===== src/rtl/uart_burst_pkg.sv =====
package uart_burst_pkg;

    localparam int ADDR_W = 8;
    localparam int LANES  = 4;

    localparam logic [ADDR_W-1:0] OFS_BYTE = 8'h00;
    localparam logic [ADDR_W-1:0] OFS_FCTL = 8'h02;
    localparam logic [ADDR_W-1:0] OFS_STAT = 8'h9C;
    localparam logic [ADDR_W-1:0] OFS_TXW  = 8'hA0;
    localparam logic [ADDR_W-1:0] OFS_RXW  = 8'hA4;

    localparam logic [7:0] FLAG_CLEAR_CODE = 8'h43;

    typedef enum logic [2:0] {
        ACC_NONE,
        ACC_BYTE_RD,
        ACC_BYTE_WR,
        ACC_WORD_RD,
        ACC_WORD_WR,
        ACC_STAT_RD,
        ACC_FCTL_WR
    } acc_kind_e;

    // Upper status byte, bit 7 of this struct lands on status bit 31
    typedef struct packed {
        logic rx_err;
        logic rsv_b30;
        logic tx_empty;
        logic rsv_b28;
        logic frame;
        logic parity;
        logic overrun;
        logic data_ready;
    } line_stat_t;

    function automatic acc_kind_e decode_access(input logic valid,
                                                input logic write,
                                                input logic [ADDR_W-1:0] addr);
        acc_kind_e kind;
        kind = ACC_NONE;
        if (valid) begin
            if (write) begin
                case (addr)
                    OFS_BYTE: kind = ACC_BYTE_WR;
                    OFS_TXW:  kind = ACC_WORD_WR;
                    OFS_FCTL: kind = ACC_FCTL_WR;
                    default:  kind = ACC_NONE;
                endcase
            end else begin
                case (addr)
                    OFS_BYTE: kind = ACC_BYTE_RD;
                    OFS_RXW:  kind = ACC_WORD_RD;
                    OFS_STAT: kind = ACC_STAT_RD;
                    default:  kind = ACC_NONE;
                endcase
            end
        end
        return kind;
    endfunction

endpackage


===== src/rtl/ubp_fifo.sv =====
module ubp_fifo #(
    parameter int DEPTH      = 16,
    parameter int PUSH_LANES = 4,
    parameter int POP_LANES  = 4
) (
    input  logic                        clk,
    input  logic                        rst,
    input  logic [$clog2(PUSH_LANES+1)-1:0] push_n,
    input  logic [8*PUSH_LANES-1:0]     push_data,
    input  logic [$clog2(POP_LANES+1)-1:0]  pop_n,
    output logic [8*POP_LANES-1:0]      peek_data,
    output logic [$clog2(DEPTH+1)-1:0]  count
);
    localparam int PW = $clog2(DEPTH);
    localparam int CW = $clog2(DEPTH+1);

    logic [7:0]    mem [DEPTH];
    logic [PW-1:0] wr_ptr, rd_ptr;
    logic [CW-1:0] cnt;

    always_ff @(posedge clk) begin
        for (int i = 0; i < PUSH_LANES; i++) begin
            if (i < int'(push_n)) mem[wr_ptr + PW'(i)] <= push_data[8*i +: 8];
        end
    end

    always_ff @(posedge clk) begin
        if (rst) begin
            wr_ptr <= '0;
            rd_ptr <= '0;
            cnt    <= '0;
        end else begin
            wr_ptr <= wr_ptr + PW'(push_n);
            rd_ptr <= rd_ptr + PW'(pop_n);
            cnt    <= cnt + CW'(push_n) - CW'(pop_n);
        end
    end

    // Show-ahead view of the oldest entries; lanes past the fill level read zero
    generate
        for (genvar g = 0; g < POP_LANES; g++) begin : g_peek
            assign peek_data[8*g +: 8] = (CW'(g) < cnt) ? mem[rd_ptr + PW'(g)] : 8'h00;
        end
    endgenerate

    assign count = cnt;

endmodule


===== src/rtl/ubp_line_status.sv =====
module ubp_line_status
    import uart_burst_pkg::*;
#(
    parameter int DEPTH = 16
) (
    input  logic                       clk,
    input  logic                       rst,
    input  logic                       ovr_set,
    input  logic                       ovf_set,
    input  logic                       flag_clear,
    input  logic [$clog2(DEPTH+1)-1:0] rx_count,
    input  logic [$clog2(DEPTH+1)-1:0] tx_count,
    input  logic                       line_parity,
    input  logic                       line_frame,
    output logic [31:0]                status_word,
    output logic                       irq
);
    localparam int CW = $clog2(DEPTH+1);

    logic       overrun_q, tx_ovf_q;
    line_stat_t lsr;
    logic [CW-1:0] tx_free;

    // Set wins over a clear landing in the same cycle
    always_ff @(posedge clk) begin
        if (rst) begin
            overrun_q <= 1'b0;
            tx_ovf_q  <= 1'b0;
        end else begin
            if (ovr_set)         overrun_q <= 1'b1;
            else if (flag_clear) overrun_q <= 1'b0;
            if (ovf_set)         tx_ovf_q  <= 1'b1;
            else if (flag_clear) tx_ovf_q  <= 1'b0;
        end
    end

    always_comb begin
        lsr            = '0;
        lsr.data_ready = (rx_count != '0);
        lsr.overrun    = overrun_q;
        lsr.parity     = line_parity;
        lsr.frame      = line_frame;
        lsr.tx_empty   = (tx_count == '0);
        lsr.rx_err     = overrun_q | line_parity | line_frame;
        tx_free        = CW'(DEPTH) - tx_count;
        irq            = lsr.data_ready | lsr.rx_err;
        status_word    = {lsr, 2'b00, tx_ovf_q, ~irq, 4'h0, 8'(tx_free), 8'(rx_count)};
    end

endmodule


===== src/rtl/ubp_host_port.sv =====
module ubp_host_port
    import uart_burst_pkg::*;
#(
    parameter int DEPTH = 16
) (
    input  logic                       clk,
    input  logic                       rst,
    input  logic                       host_valid,
    input  logic                       host_write,
    input  logic [ADDR_W-1:0]          host_addr,
    input  logic [31:0]                host_wdata,
    input  logic [$clog2(DEPTH+1)-1:0] rx_count,
    input  logic [$clog2(DEPTH+1)-1:0] tx_count,
    input  logic [8*LANES-1:0]         rx_peek,
    input  logic [31:0]                status_word,
    output logic [$clog2(LANES+1)-1:0] rx_pop_n,
    output logic [$clog2(LANES+1)-1:0] tx_push_n,
    output logic [8*LANES-1:0]         tx_push_data,
    output logic                       ovf_set,
    output logic                       flag_clear,
    output logic [31:0]                host_rdata,
    output logic                       host_rvalid
);
    localparam int CW = $clog2(DEPTH+1);
    localparam int NW = $clog2(LANES+1);

    acc_kind_e     kind;
    logic [CW-1:0] tx_free;
    logic [NW-1:0] rx_take, tx_take;
    logic [31:0]   rdata_d;
    logic          is_read;

    always_comb begin
        kind    = decode_access(host_valid, host_write, host_addr);
        tx_free = CW'(DEPTH) - tx_count;
        rx_take = (rx_count >= CW'(LANES)) ? NW'(LANES) : NW'(rx_count);
        tx_take = (tx_free  >= CW'(LANES)) ? NW'(LANES) : NW'(tx_free);

        rx_pop_n     = '0;
        tx_push_n    = '0;
        tx_push_data = host_wdata;
        ovf_set      = 1'b0;
        flag_clear   = 1'b0;
        rdata_d      = '0;
        is_read      = 1'b0;

        case (kind)
            ACC_BYTE_RD: begin
                rx_pop_n = (rx_count != '0) ? NW'(1) : '0;
                rdata_d  = {24'h0, rx_peek[7:0]};
                is_read  = 1'b1;
            end
            ACC_WORD_RD: begin
                rx_pop_n = rx_take;
                rdata_d  = rx_peek;
                is_read  = 1'b1;
            end
            ACC_STAT_RD: begin
                rdata_d  = status_word;
                is_read  = 1'b1;
            end
            ACC_BYTE_WR: begin
                tx_push_n    = (tx_free != '0) ? NW'(1) : '0;
                tx_push_data = {24'h0, host_wdata[7:0]};
                ovf_set      = (tx_free == '0);
            end
            ACC_WORD_WR: begin
                tx_push_n = tx_take;
                ovf_set   = (tx_free < CW'(LANES));
            end
            ACC_FCTL_WR: begin
                flag_clear = (host_wdata[7:0] == FLAG_CLEAR_CODE);
            end
            default: begin
                is_read = host_valid & ~host_write;
            end
        endcase
    end

    always_ff @(posedge clk) begin
        if (rst) begin
            host_rdata  <= '0;
            host_rvalid <= 1'b0;
        end else begin
            host_rdata  <= rdata_d;
            host_rvalid <= is_read;
        end
    end

endmodule


===== src/rtl/uart_burst_port.sv =====
module uart_burst_port
    import uart_burst_pkg::*;
#(
    parameter int DEPTH = 16
) (
    input  logic        clk,
    input  logic        rst,
    input  logic        host_valid,
    input  logic        host_write,
    input  logic [7:0]  host_addr,
    input  logic [31:0] host_wdata,
    output logic [31:0] host_rdata,
    output logic        host_rvalid,
    input  logic        rx_push,
    input  logic [7:0]  rx_byte,
    input  logic        line_parity,
    input  logic        line_frame,
    input  logic        tx_pop,
    output logic [7:0]  tx_byte,
    output logic        tx_avail,
    output logic        irq
);
    localparam int CW = $clog2(DEPTH+1);
    localparam int NW = $clog2(LANES+1);

    logic [CW-1:0]      rx_count, tx_count;
    logic [8*LANES-1:0] rx_peek, tx_push_data;
    logic [NW-1:0]      rx_pop_n, tx_push_n;
    logic               rx_push_ok, rx_drop, tx_pop_ok;
    logic               ovf_set, flag_clear;
    logic [31:0]        status_word;

    assign rx_push_ok = rx_push & (rx_count != CW'(DEPTH));
    assign rx_drop    = rx_push & (rx_count == CW'(DEPTH));
    assign tx_pop_ok  = tx_pop & (tx_count != '0);
    assign tx_avail   = (tx_count != '0);

    ubp_fifo #(.DEPTH(DEPTH), .PUSH_LANES(1), .POP_LANES(LANES)) u_rx_q (
        .clk       (clk),
        .rst       (rst),
        .push_n    (rx_push_ok),
        .push_data (rx_byte),
        .pop_n     (rx_pop_n),
        .peek_data (rx_peek),
        .count     (rx_count)
    );

    ubp_fifo #(.DEPTH(DEPTH), .PUSH_LANES(LANES), .POP_LANES(1)) u_tx_q (
        .clk       (clk),
        .rst       (rst),
        .push_n    (tx_push_n),
        .push_data (tx_push_data),
        .pop_n     (tx_pop_ok),
        .peek_data (tx_byte),
        .count     (tx_count)
    );

    ubp_host_port #(.DEPTH(DEPTH)) u_host (
        .clk          (clk),
        .rst          (rst),
        .host_valid   (host_valid),
        .host_write   (host_write),
        .host_addr    (host_addr),
        .host_wdata   (host_wdata),
        .rx_count     (rx_count),
        .tx_count     (tx_count),
        .rx_peek      (rx_peek),
        .status_word  (status_word),
        .rx_pop_n     (rx_pop_n),
        .tx_push_n    (tx_push_n),
        .tx_push_data (tx_push_data),
        .ovf_set      (ovf_set),
        .flag_clear   (flag_clear),
        .host_rdata   (host_rdata),
        .host_rvalid  (host_rvalid)
    );

    ubp_line_status #(.DEPTH(DEPTH)) u_stat (
        .clk         (clk),
        .rst         (rst),
        .ovr_set     (rx_drop),
        .ovf_set     (ovf_set),
        .flag_clear  (flag_clear),
        .rx_count    (rx_count),
        .tx_count    (tx_count),
        .line_parity (line_parity),
        .line_frame  (line_frame),
        .status_word (status_word),
        .irq         (irq)
    );

endmodule


===== config.mk =====
export PLATFORM = sky130hd
export DESIGN_NAME = uart_burst_port
export DESIGN_NICKNAME = d
export VERILOG_FILES = /design/src/rtl/uart_burst_pkg.sv /design/src/rtl/ubp_fifo.sv /design/src/rtl/ubp_line_status.sv /design/src/rtl/ubp_host_port.sv /design/src/rtl/uart_burst_port.sv
export SDC_FILE = /design/constraint.sdc
export NUM_CORES = 1
export LEC_CHECK = 0
export BUFFER_PORTS_ARGS = -buffer_cell sky130_fd_sc_hd__buf_4
export CORE_ASPECT_RATIO = 0.8
export CORE_UTILIZATION = 40
export DETAILED_ROUTE_END_ITERATION = 16
export PLACE_DENSITY = 0.65
export SLEW_MARGIN = 10
export SYNTH_ARGS = -nofsm -noshare
export SYNTH_HDL_FRONTEND = slang
export SYNTH_SLANG_ARGS = --single-unit

===== constraint.sdc =====
create_clock -name clk -period 7.6 [get_ports clk]
set_input_delay 0.76 -clock clk [delete_from_list [all_inputs] [get_ports clk]]
set_output_delay 0.76 -clock clk [all_outputs]
set_load 0.02 [all_outputs]

==> key figures <==
Place
  – RePlAce Congestion: 0.981
  – DP HPWL: 45100 um
  – Port bufs: 98
  – Cells after DPL: 2245

Logic synthesis
  – Net count after synthesis: 1688
  – Post-Synthesis Cells: 1597
  – Synthesis Warnings: 0
  – Post-synth top area cell: edfxtp_1
  – Register area share after synthesis: 43.8%
  – Yosys cell types: 79
  – Async set-or-reset flop fraction in the synthesized netlist: 0%
  – Synth top area share: 37.8%
  – Post-synth EDFFs: 256
  – Area contributors post-synth: edfxtp_1 (38%), mux4_2 (21%), dfxtp_1 (6.0%)
  – Synthesized area: 20400 sq um
  – Main synth FF type: edfxtp_1
  – Avg Inst Size Synth: 12.7 sq um
  – #FFs+latches synth: 317

Clock tree
  – Clock latency at the later pin of the worst-skew pair: 0.57 ns
  – CTS Hold Bufs: 0
  – CTS Sinks: 317
  – Post-CTS setup buffer count: 0
  – CTS Root Cell: clkbuf_16
  – CTS buffer count: 36
  – Post_cts resized: 0
  – Htree depth: 2
  – CTS tree: built
  – Clk buf depth: 3
  – Clk pin slew, worst setup/hold paths: 0.06 ns

Global route
  – Initial antenna violation count: 5
  – GR Overflow Total: 0
  – Pin count of the biggest net entering global routing: 63
  – Vias in the first global route: 14800
  – Total track usage: 26.0%
  – First-pass GRT wire length: 98700 um

Route
  – Wire length per cell: 29.0 um
  – Initial DRC Count: 1958
  – DRC errors left: 0
  – Vias after detailed routing: 15500
  – Post-DRT Antenna Nets: 0
  – Via/cell ratio: 6.70
  – Drt pass-1 iters: 7
  – Final WL: 67000 um

Floorplan
  – Die Height: 204 um
  – Starting Density: 40.7%
  – Die footprint: 51800 sq um
  – Die width: 254 um
  – Core Rows: 73
  – Ports: 99
  – Core ar.: 50000 sq um

Cells and area
  – Fin nets: 1699
  – Final cell count without fillers: 2311
  – Core Util, Final: 45.5%
  – Most frequent cells in the layout: edfxtp_1 (256), mux4_2 (192), buf_4 (134)
  – Share of cells above drive strength 1: 27.4%
  – Fill cell count: 4394
  – Commonest non-fill, non-tap cell in the layout: edfxtp_1
  – Area delta synth->final: 11.7%

Timing
  – Actual slew at the worst max-slew pin: 1.24 ns
  – Fin. Hold Viols: 0
  – Min Hold Slack: 0.490 ns
  – Max Clock Skew: 0.0190 ns
  – Final worst path period share: 58.3%
  – Highest Clock Rate: 226 MHz
  – Fin crit period: 4.43 ns
  – Unrepaired setup endpoints after global routing: false
  – Final TNS setup: 0 ns
  – Slew headroom: 16.8%
  – Slew Viols, Final: 0
  – Final setup viols: 0

Pwr
  – Peak VDD IR: 0.113 mV
  – Power density cells: 210 nW/um^2
  – Switch share: 30.1%
  – Switch Pwr: 1.44 mW
  – Sequential share of power: 41.4%
  – Clk network pwr share: 36.0%
  – LEAKAGE: 7.66 nW
  – Internal power: 3.33 mW
  – Combinational share of power: 22.6%

Setup path
  – WS Path Type: register to register
  – Worst Path Max Fanout: 61
  – Register-to-register setup slack: 3.17 ns
  – Required time of the critical path: 8.01 ns
  – Critical Path Sink Type: register
  – Crit path DAT: 4.84 ns
  – CP startpoint kind: register

Worst hold path
  – Min-Delay Path Class: input pin to register

Run status
  – Status: completed

Flow run
  – Max-capacitance violation count: 0
-- final timing paths --
| check | startpoint | endpoint | cells past startpoint |
|---|---|---|---|
| worst max-delay path | u_rx_q.rd_ptr[0]$_SDFF_PP0_ | u_host.host_rdata[31]$_SDFF_PP0_ | 7 |
| worst min-delay path | rx_push | u_stat.overrun_q$_SDFFE_PP0P_ | 3 |
| worst max register to register | u_rx_q.rd_ptr[0]$_SDFF_PP0_ | u_host.host_rdata[31]$_SDFF_PP0_ | 7 |
| worst min register to register | u_rx_q.count[3]$_SDFF_PP0_ | u_host.host_rdata[3]$_SDFF_PP0_ | 2 |
-- power by group through the flow --
stage | combinational [mW] | clock [mW] | sequential (mW)
after detailed placement | 1.05 | 0 | 2.01
after CTS | 1.06 | 1.73 | 1.97
after floorplan | 0.704 | 0 | 1.99
after global routing | 1.14 | 1.79 | 1.98
after global placement | 1.04 | 0 | 2.01
final | 1.08 | 1.72 | 1.97
-- cells by family (layout without fill, tap and decap cells) --
group	after synthesis	count (layout)	synth area share (%)
buffers and inverters	190	228	3.69
AO/OA/AOI/OAI	305	305	10.5
flip-flops	317	317	43.8
other	0	1	0
AND/OR/NAND/NOR	388	388	10.1
multiplexers	334	334	28.4
adder cells (fa/ha/maj)	35	35	2.30
XOR/XNOR	28	28	1.20
-- Yosys cell counts, drive strengths merged (3+ instances only) --
library cell,n
o21ai,82
o32ai,3
nand2b,18
nor3,51
a2111oi,5
nor4,11
nor3b,4
xor2,15
nand2,89
clkbuf,110
inv,28
or2,10
nand3b,3
o22ai,21
and2,19
ha,31
mux2,32
a21o,6
xnor2,13
dfxtp,61
fa,4
edfxtp,256
and4,3
a221o,34
mux2i,110
nor2,92
a22oi,65
buf,51
nor2b,33
o211ai,7
o21bai,6
or3,10
or4,7
mux4,192
a211oi,7
nand4,8
a21oi,41
nand3,19
-- worst max-delay path: stages, from the launching register on --
cell,delay (ns)
dfxtp_4,0.99
clkinv_1,0.94
ha_2,0.63
buf_4,0.50
mux4_2,0.41
mux2_2,0.29
o211ai_1,0.35
a21oi_1,0.11
-- flip-flops by register name, indices dropped and copies added, names as in the netlist, 4 cells and up --
name               cells
u_host.host_rdata     32
u_rx_q.count           5
u_rx_q.mem           128
u_rx_q.rd_ptr          4
u_rx_q.wr_ptr          4
u_tx_q.count           5
u_tx_q.mem           128
u_tx_q.rd_ptr          4
u_tx_q.wr_ptr          4
-- area by class of cell --
class / instances / area [sq um] / area share, %
repair buffers: 134 / 1010 / 4.42
multi-input cells: 1090 / 10700 / 47.2
clock inverters: 15 / 150 / 0.660
inverters: 29 / 109 / 0.479
well taps: 675 / 845 / 3.71
flip-flops and latches: 317 / 8910 / 39.2
diodes: 1 / 2.50 / 0.0110
clock buffers: 50 / 973 / 4.28
-- stage by stage --
stage / worst slack [ns] / cell area, sq um / power [mW]
6_report: 3.17 / 22700 / 4.77
2_1_floorplan: 3.58 / 20400 / 2.69
3_3_place_gp: 3.02 / 21600 / 3.04
4_1_cts: 3.07 / 22700 / 4.76
3_5_place_dp: 2.96 / 21600 / 3.06
5_1_grt: 2.75 / 22700 / 4.91
-- metal layers --
metal	share of wire (%)	wire length, um	up-vias	global-route usage (%)
met1	39	26100	7712	36.1
met3	14	9610	194	9.32
met4	3.7	2480	6	10.2
met5	0.051	34	-	0
li1	-	-	6396	-
met2	43	28800	1180	36.7
Note: power is estimated with default switching activity, not from simulation.
